--- config.mk ---
export PLATFORM = sky130hd
export DESIGN_NAME = range_clear_seq
export DESIGN_NICKNAME = d
export VERILOG_FILES = /design/src/rtl/rcs_pkg.sv /design/src/rtl/rcs_addr_path.sv /design/src/rtl/rcs_ctrl.sv /design/src/rtl/range_clear_seq.sv
export SDC_FILE = /design/constraint.sdc
export NUM_CORES = 1
export LEC_CHECK = 0
export ABC_AREA = 1
export BUFFER_PORTS_ARGS = -buffer_cell sky130_fd_sc_hd__buf_2
export CORE_AREA = 5 5 157 159
export DETAILED_ROUTE_END_ITERATION = 8
export DIE_AREA = 0 0 162 164
export PLACE_DENSITY_LB_ADDON = 0.05
export SETUP_SLACK_MARGIN = 0.5
export SLEW_MARGIN = 30
export SYNTH_ARGS = -nofsm -noshare
export SYNTH_HDL_FRONTEND = slang
export SYNTH_SLANG_ARGS = --single-unit
--- constraint.sdc ---
create_clock -name clk -period 2.3 [get_ports clk]
set_input_delay 0.115 -clock clk [delete_from_list [all_inputs] [get_ports clk]]
set_output_delay 0.115 -clock clk [all_outputs]
set_load 0.02 [all_outputs]
--- src/rtl/rcs_pkg.sv ---
package rcs_pkg;
  typedef struct packed {
    logic load;   // capture base/limit of pickIdx
    logic step;   // advance to the next line
  } dpCmd_t;

  typedef enum logic [0:0] {
    ST_IDLE = 1'b0,
    ST_RUN  = 1'b1
  } seqState_e;
endpackage

--- src/rtl/rcs_addr_path.sv ---
module rcs_addr_path
  import rcs_pkg::*;
#(
  parameter int NUM_RANGES = 8,
  parameter int ADDR_W     = 16,
  localparam int IDX_W     = $clog2(NUM_RANGES)
) (
  input  logic                         clk,
  input  logic                         rstN,
  input  dpCmd_t                       dpCmd,
  input  logic [IDX_W-1:0]             pickIdx,
  input  logic [NUM_RANGES*ADDR_W-1:0] rangeBase,
  input  logic [NUM_RANGES*ADDR_W-1:0] rangeLimit,
  output logic [ADDR_W-1:0]            curAddr,
  output logic                         atLimit
);
  logic [ADDR_W-1:0] baseArr [NUM_RANGES];
  logic [ADDR_W-1:0] limArr  [NUM_RANGES];
  logic [ADDR_W-1:0] curLimit;

  for (genvar g = 0; g < NUM_RANGES; g++) begin : g_unpack
    assign baseArr[g] = rangeBase[g*ADDR_W +: ADDR_W];
    assign limArr[g]  = rangeLimit[g*ADDR_W +: ADDR_W];
  end

  always_ff @(posedge clk) begin
    if (!rstN) begin
      curAddr  <= '0;
      curLimit <= '0;
    end else if (dpCmd.load) begin
      curAddr  <= baseArr[pickIdx];
      curLimit <= limArr[pickIdx];
    end else if (dpCmd.step) begin
      curAddr  <= curAddr + ADDR_W'(1);
    end
  end

  assign atLimit = (curAddr == curLimit);

  // the control never steps past the captured limit
  p_step_below_limit_r3: assert property (@(posedge clk) disable iff (!rstN)
    dpCmd.step |-> (curAddr != curLimit));
endmodule

--- src/rtl/rcs_ctrl.sv ---
module rcs_ctrl
  import rcs_pkg::*;
#(
  parameter int NUM_RANGES = 8,
  parameter int REG_W      = 32,
  parameter int ALL_BIT    = 31,
  localparam int IDX_W     = $clog2(NUM_RANGES)
) (
  input  logic                  clk,
  input  logic                  rstN,
  input  logic                  regWrEn,
  input  logic [REG_W-1:0]      regWrData,
  output logic [REG_W-1:0]      regRdData,
  input  logic [NUM_RANGES-1:0] rangeEnable,
  input  logic                  wrReady,
  input  logic                  atLimit,
  output logic                  wrValid,
  output logic                  busy,
  output dpCmd_t                dpCmd,
  output logic [IDX_W-1:0]      pickIdx
);
  localparam logic [IDX_W-1:0] LAST_IDX = IDX_W'(NUM_RANGES - 1);

  seqState_e             state, nextState;
  logic [NUM_RANGES-1:0] perBits, perClr, perSet;
  logic                  allBit, allClr, allSet;
  logic [IDX_W-1:0]      sweepIdx, curIdx, lowIdx;
  logic                  curIsSweep, pickSweep, sweepAdv;

  always_comb begin
    lowIdx = '0;
    for (int k = NUM_RANGES - 1; k >= 0; k--)
      if (perBits[k]) lowIdx = IDX_W'(k);
  end

  always_comb begin
    nextState = state;
    dpCmd     = '0;
    pickIdx   = sweepIdx;
    pickSweep = 1'b0;
    perClr    = '0;
    sweepAdv  = 1'b0;
    wrValid   = (state == ST_RUN);
    case (state)
      ST_IDLE: begin
        if (|perBits) begin
          pickIdx = lowIdx;
          if (rangeEnable[lowIdx]) begin
            dpCmd.load = 1'b1;
            nextState  = ST_RUN;
          end else begin
            perClr[lowIdx] = 1'b1;
          end
        end else if (allBit) begin
          pickSweep = 1'b1;
          if (rangeEnable[sweepIdx]) begin
            dpCmd.load = 1'b1;
            nextState  = ST_RUN;
          end else begin
            sweepAdv = 1'b1;
          end
        end
      end
      ST_RUN: begin
        if (wrReady) begin
          if (atLimit) begin
            nextState = ST_IDLE;
            if (curIsSweep) sweepAdv = 1'b1;
            else            perClr[curIdx] = 1'b1;
          end else begin
            dpCmd.step = 1'b1;
          end
        end
      end
      default: nextState = ST_IDLE;
    endcase
  end

  assign allClr = sweepAdv && (sweepIdx == LAST_IDX);
  assign perSet = regWrEn ? regWrData[NUM_RANGES-1:0] : '0;
  assign allSet = regWrEn && regWrData[ALL_BIT];

  always_ff @(posedge clk) begin
    if (!rstN) begin
      state      <= ST_IDLE;
      perBits    <= '0;
      allBit     <= 1'b0;
      sweepIdx   <= '0;
      curIdx     <= '0;
      curIsSweep <= 1'b0;
    end else begin
      state   <= nextState;
      perBits <= (perBits | perSet) & ~perClr;
      allBit  <= (allBit | allSet) & ~allClr;
      if (sweepAdv) sweepIdx <= allClr ? '0 : sweepIdx + IDX_W'(1);
      if (dpCmd.load) begin
        curIdx     <= pickIdx;
        curIsSweep <= pickSweep;
      end
    end
  end

  always_comb begin
    regRdData = '0;
    regRdData[NUM_RANGES-1:0] = perBits;
    regRdData[ALL_BIT]        = allBit;
  end
  assign busy = (|perBits) | allBit;

  // no control bit rises without a software write
  p_no_spont_set_r2: assert property (@(posedge clk) disable iff (!rstN)
    !regWrEn |=> ((regRdData & ~$past(regRdData)) == '0));
  // ranges finish one at a time
  p_single_clear_r4: assert property (@(posedge clk) disable iff (!rstN)
    busy |=> ($countones($past(perBits) & ~perBits) <= 1));
  // the sweep bit drops only after the last index was handled
  p_sweep_end_r5: assert property (@(posedge clk) disable iff (!rstN)
    $fell(allBit) |-> ($past(sweepIdx) == LAST_IDX));
endmodule

--- src/rtl/range_clear_seq.sv ---
module range_clear_seq
  import rcs_pkg::*;
#(
  parameter int NUM_RANGES = 8,
  parameter int ADDR_W     = 16,
  parameter int DATA_W     = 64,
  localparam int REG_W     = 32,
  localparam int ALL_BIT   = 31,
  localparam int IDX_W     = $clog2(NUM_RANGES)
) (
  input  logic                         clk,
  input  logic                         rstN,
  input  logic                         regWrEn,
  input  logic [REG_W-1:0]             regWrData,
  output logic [REG_W-1:0]             regRdData,
  input  logic [NUM_RANGES*ADDR_W-1:0] rangeBase,
  input  logic [NUM_RANGES*ADDR_W-1:0] rangeLimit,
  input  logic [NUM_RANGES-1:0]        rangeEnable,
  output logic                         wrValid,
  input  logic                         wrReady,
  output logic [ADDR_W-1:0]            wrAddr,
  output logic [DATA_W-1:0]            wrData,
  output logic                         busy
);
  dpCmd_t           dpCmd;
  logic [IDX_W-1:0] pickIdx;
  logic             atLimit;

  rcs_ctrl #(.NUM_RANGES(NUM_RANGES), .REG_W(REG_W), .ALL_BIT(ALL_BIT)) ctrl_i (
    .clk(clk), .rstN(rstN), .regWrEn(regWrEn), .regWrData(regWrData),
    .regRdData(regRdData), .rangeEnable(rangeEnable), .wrReady(wrReady),
    .atLimit(atLimit), .wrValid(wrValid), .busy(busy), .dpCmd(dpCmd),
    .pickIdx(pickIdx)
  );

  rcs_addr_path #(.NUM_RANGES(NUM_RANGES), .ADDR_W(ADDR_W)) path_i (
    .clk(clk), .rstN(rstN), .dpCmd(dpCmd), .pickIdx(pickIdx),
    .rangeBase(rangeBase), .rangeLimit(rangeLimit),
    .curAddr(wrAddr), .atLimit(atLimit)
  );

  assign wrData = '0;

  // a stalled request holds its address
  p_hold_stall_r3: assert property (@(posedge clk) disable iff (!rstN)
    (wrValid && !wrReady) |=> (wrValid && $stable(wrAddr)));
  // an accepted non-final write moves to the next line
  p_advance_r3: assert property (@(posedge clk) disable iff (!rstN)
    (wrValid && wrReady && !atLimit) |=> (wrAddr == $past(wrAddr) + ADDR_W'(1)));
  // busy only rises through a software write
  p_busy_rise_r9: assert property (@(posedge clk) disable iff (!rstN)
    $rose(busy) |-> $past(regWrEn));
endmodule

==> out/metrics.csv <==
metric,value,unit
yosysWarnings,0,
start_util,0.307,
ctsLongestPathBuffers,2,
r2r_slack,0.16,ns
switchingPower,0.00539,W
swShare,0.503,
drive_above_1_share,0.369,
setup_viol,0,
cp_common_cell,nand2_2,
seqCellArea,1040,um^2
ys_seq_elements,49,
drc,0,
synth_cells,1301,
clkLatencyLatePin,0.29,ns
port_buffers,303,
crit_path_max_fanout,8,
wl_met3,1780,um
clkPwrFrac,0.080,
p_leak,5.89,nW
gp_congestion,0.875,
status,completed,
synth_top_area_frac,0.219,
holdBufCountCts,0,
reg2reg_from,ctrl_i.perBits[0],
p_per_area,991,nW/um^2
grt_pass1_wl,48900,um
fillCellCount,2525,
nets,1942,
core,23100,um^2
fin_crit,2.14,ns
stdcell_count,1934,
start_kind,flop,
synth_cell_type_count,34,
clk_pin_slew_worst_paths,0.07,ns
route.met2.wl,17900,um
cp_slowest_cell,dfxtp_4,
final.setup_skew,0.00884,ns
vias,9232,
antenna_left,0,
p_int,0.00533,W
required,2.48,ns
dp_cells,1851,
die_w,162,um
fin_setup_tns,0,ns
cts-root-buf,clkbuf_16,
wl_per_cell,17.4,um
synth_top_area_cell,nand2_1,
min_delay_path_depth,3,
seqPwrFrac,0.132,
drtPass1Iterations,5,
finalHoldViolations,0,
cts_made_buffers,5,
antenna_found_initial,5,
multi_input_area,5320,um^2
whs,0.0660,ns
synth_async_sr_flop_share,0,
reg2reg_to,path_i.curAddr[13],
htreeDepth,2,
fp.dieArea,26600,um^2
overflow,0,
grt_max_degree,49,
p_comb_frac,0.788,
cts_tree,done,
synth_common_cells,"nand2_1, inv_1, nand3_1, nand3b_1, buf_4",
syn_area,7100,um^2
clock_sinks,49,
placementRows,56,
period_share,0.930,
post-dp-hpwl,23700,um
dr.first_iter.drc_count,462,
synth_ff_type,dfxtp_1,
worstSetupEndpointType,flop,
dieHeight,164,um
synth_top_cells_by_area,"nand2_1, dfxtp_1, nand3b_1, nand3_1, buf_4",
crit_chain,inv_6 -> nand4_4 -> buf_4 -> buf_6 -> inv_4 -> nand2_2 -> nand2_2 -> inv_2 -> nand3_4 -> nand2_4 -> o21ai_4 -> nand2_4 -> buf_12 -> clkbuf_16 -> nand2_2 -> a21oi_2,
ys_seq_area_frac,0.138,
postRouteWirelength,33700,um
maxCapViolations,0,
rsz0062_at_grt,true,
yosysMostFrequentCell,nand2_1,
hold_path.class,primary input to flop,
max_freq,467,MHz
grt_usage,0.231,
io_pins,414,
final-max-slew-violation-count,0,
syn_area_per_cell,5.46,um^2
cpPeakStageDelay,0.36,ns
critPathArrivalTime,2.31,ns
vias_per_cell,4.77,
synth-edff-count,0,
whs_endpoint,ctrl_i.allBit,
hold_start,regWrData[31],
reg2reg_depth,16,
critPathKind,flop to flop,
wl_met1,13500,um
top_layer,met4,
layout-area-overhead-vs-synth,52.2,%
grt_pass1_vias,9007,
ir_worst_vdd,0.421,mV
==> sequential cells by signal, summed over array words and instances, names as in the netlist <==
name / flops
path_i.curLimit: 16
ctrl_i.wrValid: 1
ctrl_i.curIsSweep: 1
ctrl_i.curIdx: 3
ctrl_i.sweepIdx: 3
path_i.curAddr: 16
ctrl_i.allBit: 1
ctrl_i.perBits: 8
==> area by class of cell <==
class	count	area share
Tap cell	290	0.0336
Sequential cell	49	0.0966
Clock inverter	2	0.00359
Antenna cell	4	0.000926
Clock buffer	6	0.0119
Inverter	197	0.0709
Multi-Input combinational cell	978	0.492
Timing Repair Buffer	408	0.290
==> per-stage QoR <==
step | cell area, um^2 | util | total power (W) | setup slack [ns]
6_report | 10800 | 0.468 | 0.0107 | 0.160
2_1_floorplan | 7500 | - | 0.00526 | 0.466
5_1_grt | 10800 | 0.468 | 0.0116 | 0.0650
3_5_place_dp | 8800 | 0.381 | 0.00718 | 0.0307
3_3_place_gp | 8800 | 0.381 | 0.00718 | -0.00521
4_1_cts | 10000 | 0.433 | 0.00955 | 0.178
==> routing by layer <==
layer  vias up  global-route usage
met5         -                   0
met4         0              0.0365
met3        28              0.0311
met2       305               0.451
met1      4301               0.271
li1       4598                   -
==> cells in the final DEF, fill, tap and decap left out, types with 34 or more instances in the layout <==
cell,synthesis,layout
nand2_1,414,340
buf_2,42,303
inv_1,192,180
nand3_1,164,146
nand3b_1,125,125
conb_1,1,87
nand2_2,4,58
nor2_1,56,43
buf_4,96,39
a21oi_1,47,34
==> cell families (layout without fill, tap and decap cells) <==
| logic type | Yosys count | after routing | synth area share |
|---|---|---|---|
| flops | 49 | 49 | 0.138 |
| xor+xnor | 13 | 13 | 0.0160 |
| simple gates | 789 | 790 | 0.525 |
| compound gates | 85 | 85 | 0.0638 |
| other cells | 1 | 91 | 0.000528 |
| buf+inv | 361 | 613 | 0.251 |
| fa+ha+maj | 3 | 3 | 0.00528 |
==> what timing repair did <==
| action | 4_1_cts | 5_1_grt |
|---|---|---|
| pin swaps | 35 | 70 |
| setup buffers | 33 | 12 |
| endpoints found under the setup margin | 48 | 49 |
| cloned | 15 | 11 |
| resized for setup | 127 | 132 |
==> power by group through the flow <==
stage               registers (W)  logic [W]  clock network, W
finish                    0.00142    0.00844          0.000859
global route              0.00146    0.00919          0.000913
CTS                       0.00141    0.00727          0.000872
detailed placement        0.00141    0.00577                 0
global placement          0.00141    0.00577                 0
floorplan                 0.00145    0.00381                 0
==> critical path, delay by kind of cell, from the launching register on <==
| kind | cells | cell delay [ns] |
|---|---|---|
| flip-flops | 1 | 0.36 |
| AND/OR/NAND/NOR | 7 | 0.62 |
| AO/OA/AOI/OAI | 2 | 0.24 |
| buffers and inverters | 7 | 0.80 |
==> worst max-delay path by stage <==
stage / startpoint / to / slack, ns / cells after the start
CTS: ctrl_i.perBits[4] / path_i.curAddr[13] / 0.18 / 15
global placement: ctrl_i.perBits[7] / path_i.curAddr[13] / -0.005 / 13
detailed placement: ctrl_i.perBits[7] / path_i.curAddr[13] / 0.03 / 13
global route: ctrl_i.perBits[6] / path_i.curAddr[13] / 0.07 / 18
floorplan: ctrl_i.perBits[3] / path_i.curLimit[0] / 0.47 / 16
finish: ctrl_i.perBits[0] / path_i.curAddr[13] / 0.16 / 16
No activity file was read; power rests on OpenSTA's default activity.
